## config.mk

```make
export PLATFORM = sky130hd
export DESIGN_NAME = casc_mux32
export DESIGN_NICKNAME = d
export VERILOG_FILES = /design/src/rtl/casc_mux_pkg.sv /design/src/rtl/casc_mux_dec.sv /design/src/rtl/casc_mux_slice.sv /design/src/rtl/casc_mux_merge.sv /design/src/rtl/casc_mux32.sv
export SDC_FILE = /design/constraint.sdc
export NUM_CORES = 1
export LEC_CHECK = 0
export CAP_MARGIN = 40
export CORE_AREA = 4 4 41 43
export DETAILED_ROUTE_END_ITERATION = 8
export DIE_AREA = 0 0 45 47
export GPL_TIMING_DRIVEN = 0
export MAX_ROUTING_LAYER = met4
export PLACE_DENSITY = 0.84
export SLEW_MARGIN = 30
export SYNTH_ARGS = -nofsm -noshare
export SYNTH_HDL_FRONTEND = slang
export SYNTH_SLANG_ARGS = --single-unit
```

## constraint.sdc

```tcl
create_clock -name vclk -period 2.8
set_input_delay 0.28 -clock vclk [all_inputs]
set_output_delay 0.28 -clock vclk [all_outputs]
set_load 0.05 [all_outputs]
```

## src/rtl/casc_mux_pkg.sv

```systemverilog
package casc_mux_pkg;
  typedef enum logic {
    MERGE_OR  = 1'b0,
    MERGE_TRI = 1'b1
  } merge_e;
endpackage

```

## src/rtl/casc_mux_dec.sv

```systemverilog
module casc_mux_dec #(
  parameter int N_OUT = 4,
  parameter int IN_W  = 2
) (
  input  logic             en_i,
  input  logic [IN_W-1:0]  code_i,
  output logic [N_OUT-1:0] hot_o
);
  always_comb begin
    hot_o = '0;
    if (en_i) hot_o[code_i] = 1'b1;
  end
endmodule

```

## src/rtl/casc_mux_slice.sv

```systemverilog
module casc_mux_slice #(
  parameter int SLICE_W = 8,
  parameter int LO_W    = 3
) (
  input  logic               en_ni,
  input  logic [LO_W-1:0]    sel_i,
  input  logic [SLICE_W-1:0] data_i,
  output logic               y_o,
  output logic               yn_o,
  output logic               oe_o
);
  always_comb begin
    oe_o = ~en_ni;
    y_o  = oe_o & data_i[sel_i];  // disabled slice reads 0
    yn_o = ~y_o;
  end
endmodule

```

## src/rtl/casc_mux_merge.sv

```systemverilog
module casc_mux_merge
  import casc_mux_pkg::*;
#(
  parameter int     N_SRC = 4,
  parameter merge_e MODE  = MERGE_OR
) (
  input  logic [N_SRC-1:0] val_i,
  input  logic [N_SRC-1:0] valn_i,
  input  logic [N_SRC-1:0] oe_i,
  output logic             y_o,
  output logic             yn_o
);
  if (MODE == MERGE_OR) begin : g_or
    always_comb begin
      y_o  = |(val_i & oe_i);
      yn_o = &(valn_i | ~oe_i);
    end
  end else begin : g_tri
    // shared node model: pull levels when floating, single driver checked elsewhere
    always_comb begin
      y_o  = 1'b0;
      yn_o = 1'b1;
      for (int i = 0; i < N_SRC; i++) begin
        if (oe_i[i]) begin
          y_o  = val_i[i];
          yn_o = valn_i[i];
        end
      end
    end
  end
endmodule

```

## src/rtl/casc_mux32.sv

```systemverilog
module casc_mux32
  import casc_mux_pkg::*;
#(
  parameter int     N_SLICES = 4,
  parameter int     SLICE_W  = 8,
  parameter merge_e MERGE    = MERGE_OR,
  localparam int    LO_W     = $clog2(SLICE_W),
  localparam int    HI_W     = $clog2(N_SLICES),
  localparam int    SEL_W    = LO_W + HI_W,
  localparam int    DATA_W   = N_SLICES * SLICE_W
) (
  input  logic              en_ni,
  input  logic [SEL_W-1:0]  sel_i,
  input  logic [DATA_W-1:0] data_i,
  output logic              y_o,
  output logic              yn_o
);
  logic [N_SLICES-1:0] slice_en;
  logic [N_SLICES-1:0] slice_y;
  logic [N_SLICES-1:0] slice_yn;
  logic [N_SLICES-1:0] drv_en;

  casc_mux_dec #(.N_OUT(N_SLICES), .IN_W(HI_W)) u_dec (
    .en_i   (~en_ni),
    .code_i (sel_i[SEL_W-1:LO_W]),
    .hot_o  (slice_en)
  );

  for (genvar g = 0; g < N_SLICES; g++) begin : g_slice
    casc_mux_slice #(.SLICE_W(SLICE_W), .LO_W(LO_W)) u_slice (
      .en_ni  (~slice_en[g]),
      .sel_i  (sel_i[LO_W-1:0]),
      .data_i (data_i[g*SLICE_W +: SLICE_W]),
      .y_o    (slice_y[g]),
      .yn_o   (slice_yn[g]),
      .oe_o   (drv_en[g])
    );
  end

  casc_mux_merge #(.N_SRC(N_SLICES), .MODE(MERGE)) u_merge (
    .val_i  (slice_y),
    .valn_i (slice_yn),
    .oe_i   (drv_en),
    .y_o    (y_o),
    .yn_o   (yn_o)
  );
endmodule

```

## Word level (Yosys, flattened, before mapping)

Index checks and enable logic that the tools add are counted.

| word-level totals | value |
|---|---|
| output and inout bits | 2 |
| input port bits | 38 |
| register bits after elaboration | 0 |
| logic and storage cells | 28 |

| cells by class | value |
|---|---|
| bitwise gates (word level) | 11 |
| muxes and demuxes | 11 |
| magnitude comparators | 3 |
| reductions and logical operators | 3 |

Operator list:

| operator | number |
|---|---|
| $bmux W1 S3 | 4 |
| $mux W1 | 5 |
| $and A1 B1 Y1 | 4 |
| $and A4 B4 Y4 | 1 |
| $lt A3 B4 Y1 const B | 1 |
| $mux W4 | 1 |
| $not A1 Y1 | 4 |
| $not A4 Y4 | 1 |
| $or A4 B4 Y4 | 1 |
| $reduce_and A4 Y1 | 1 |
| $reduce_or A4 Y1 | 1 |
| $lt A2 B3 Y1 const B | 1 |
| $demux W1 S2 | 1 |
| $ge A2 B1 Y1 const B | 1 |
| $logic_and A1 B1 Y1 | 1 |

## Depth between registers and ports, before layout

| depth | value |
|---|---|
| word-level depth | 9 |
| gate-level depth with buffers | 7 |
| mapped depth without buffers | 5 |

## Modules after synthesis

From an unflattened synthesis, not the netlist that was laid out.

| unflattened totals | value |
|---|---|
| cell total of the unflattened synthesis | 57 |
| area total of the unflattened synthesis | 452.9 µm² |

Modules (own cells, without submodules):

| module | sequential area each (µm²) | cells an instance | times used | area each (µm²) |
|---|---|---|---|---|
| casc_mux_slice | 0.0 | 10 | 4 | 80.1 |
| casc_mux_merge | 0.0 | 8 | 1 | 76.3 |
| casc_mux_dec | 0.0 | 4 | 1 | 37.5 |
| casc_mux32 | 0.0 | 5 | 1 | 18.8 |

## Worst setup path after synthesis

OpenSTA, ideal clock, no wires.

| timing | value |
|---|---|
| path kind | input -> output |
| start | input sel_i[0] |
| end | output yn_o |
| required time | 2.520 ns |
| cell stages on the path | 5 |
| setup slack | 0.341 ns |
| arrival time | 2.179 ns |
| path buffers | 2 |
| path through | buf_6 -> buf_6 -> mux2i_1 -> a22oi_1 -> a311oi_1 |

| between the ends | value |
|---|---|
| cells in the longest elaborated chain, start to end | 6 |
| elaborated cells between the ends (all ways) | 18 |
| classes of those cells | mux: 8; bitwise: 9; reduce/logical: 1 |

Ends and longest elaborated chain:

| item | line | RTL |
|---|---|---|
| start, declared | casc_mux32.sv:13 | `input logic [SEL_W-1:0] sel_i,` |
| $bmux W1 S3 | casc_mux_slice.sv:14 | `y_o = oe_o & data_i[sel_i];` |
| $mux W1 (not written as such) | casc_mux_slice.sv:14 |  |
| $and A1 B1 Y1 | casc_mux_slice.sv:14 |  |
| $not A1 Y1 | casc_mux_slice.sv:15 | `yn_o = ~y_o;` |
| $or A4 B4 Y4 * | casc_mux_merge.sv:16 | `yn_o = &(valn_i \| ~oe_i);` |
| $reduce_and A4 Y1 * | casc_mux_merge.sv:16 |  |
| end, declared | casc_mux32.sv:16 | `output logic yn_o` |

Mark *: on every way between the ends. The rest lies on a longest branch, timed or not. The select of a mux whose other input is x is not followed.

## Worst setup path in the final report

| timing | value |
|---|---|
| start | input sel_i[2] |
| end | output yn_o |

The elaborated chain is that of the path after synthesis.

==> out/qor.csv <==
metric,value,unit
grt_setup_unrepaired,false,
place_congestion,0.776,
syn_to_final_growth,118,%
clock_buffers,0,
ys_types,17,
required,2.52,ns
cp_slowest_stage_delay,0.56,ns
min_path_type,input pin to primary output,
hold_violations,0,
synth_top_cell_by_area,mux2i_1,
netlist_instances,44,
ioPinCount,40,
cp-start-kind,input pin,
avgSynthCellArea,7.88,um2
vias_per_cell,4.94,
die-area,2120,um2
ys_seq_area_frac,0,
ir_worst_vdd,0.0832,mV
cp.arrival,2.17,ns
grt_start_max_net_pins,11,
postCtsHoldBufs,0,
worstHoldStart,sel_i[0],
slew_violations,0,
wl_per_cell,12.4,um
drc,0,
synth_nets,82,
p_leak,0.326,nW
hpwl,1.12,mm
critPathKind,input pin to primary output,
drv_cap,0,
ff_latch_area,0,um2
critPathSlowestCell,dlygate4sd2_1,
drt-pass1-iter-count,4,
min_path_cells,6,
die_y,47,um
crit_family,buffers and inverters,
nFillCells,139,
cp-end-kind,primary output,
seq_cell_count,0,
synth_top_area_frac,0.462,
num_rows,13,
track_usage,0.113,
core-area,1300,um2
outcome,"complete, no violations",
whs_endpoint,yn_o,
diodes,0,
path_buf_inv,2,
synth_warnings,0,
max_slew_margin,0.666,
crit_chain,clkdlybuf4s50_1 > nor2b_1 > a2111oi_0 > nand3_1 > nand2_1 > a311oi_1 > dlygate4sd2_1,
grt_pass1_wl,1.80,mm
wl,1.21,mm
path_max_fanout,4,
fp.dieW,45,um
timing.setup.tns,0,ns
power_density,151,nW/um2
power.total,0.114,mW
drive_above_1_share,0.0602,
worstMarginPinSlew,0.501,ns
finalSetupViolCount,0,
synth_area,347,um2
first_global_vias,451,
synthTopCellsByArea,"mux2i_1 46%, a22oi_1 8.7%, buf_6 6.5%",
drt_iter0_drc,4,
grt_overflow,0,
antenna_left,0,
port_buffers,39,
layout_min_cycle_time,2.45,ns
fmax,0.408,GHz
antenna_found_initial,0,
nets,123,
num_vias,484,
start_util,0.266,
fin_crit_sh,0.875,
area by class of cell:
class / instances / area, um2 / area share
Multi-Input combinational cell: 41 / 320 / 0.423
Buffer: 2 / 22.5 / 0.0298
Tap cell: 15 / 18.8 / 0.0248
Inverter: 1 / 3.75 / 0.00496
Timing Repair Buffer: 39 / 392 / 0.517
cell usage after synthesis (all sizes together):
cell,n
a311oi,1
nand3b,1
and2b,1
a22oi,4
mux2i,16
a2111oi,2
nor2,2
buf,2
a21oi,3
nand2,6
a311o,1
nor2b,1
nand3,2
inv,1
and2,1
worst max-delay path by stage:
stage                  start  endpoint  depth (start not counted)
floorplan           sel_i[0]      yn_o                          5
global placement    sel_i[2]      yn_o                          7
detailed placement  sel_i[2]      yn_o                          7
CTS                 sel_i[2]       y_o                          7
global route        sel_i[2]      yn_o                          7
finish              sel_i[2]      yn_o                          7
cell families (layout without fill, tap and decap cells):
kind of cell           count (synthesis)  in the layout  synth area share
and+or+nand+nor                       14             14             0.195
muxes                                 16             16             0.462
buffers and inverters                  3             42            0.0758
AOI/OAI and AO/OA                     11             11             0.267
stage by stage:
step	worst slack, ns	cell area [um2]	std cells	hold slack [ns]	util
2_1_floorplan	0.341	347	44	0.945	-
3_3_place_gp	0.0663	756	98	1.80	0.581
3_5_place_dp	0.000600	756	98	1.81	0.581
4_1_cts	0.00757	754	98	1.53	0.580
5_1_grt	0.201	757	98	1.58	0.582
6_report	0.349	757	98	1.52	0.582
cells in the final DEF (no fill, tap or decap), types with 2 or more instances in the layout:
master	count
a21oi_1	2
a22oi_1	4
buf_6	2
clkdlybuf4s50_1	37
mux2i_1	16
nand2_1	6
nand3_1	2
nor2_1	2
routing by layer:
layer  track usage  part of all wire  wire, um
met1         0.124              0.37       446
met5             -                 0         0
met4             0                 0         0
met3        0.0153              0.13       163
met2         0.226              0.50       602
report_power, final:
group          switching, mW  total (mW)  internal [mW]  leakage (nW)
Sequential                 0           0              0             0
Combinational         0.0433       0.114         0.0711         0.326
Clock                      0           0              0             0
what timing repair did:
action                                  CTS  global route
gates cloned                              0             0
pin swaps                                 0             0
endpoints found under the setup margin    1             1
gates resized for setup                   1             1
buffers inserted                          0             0
No activity file was read; power rests on OpenSTA's default activity.
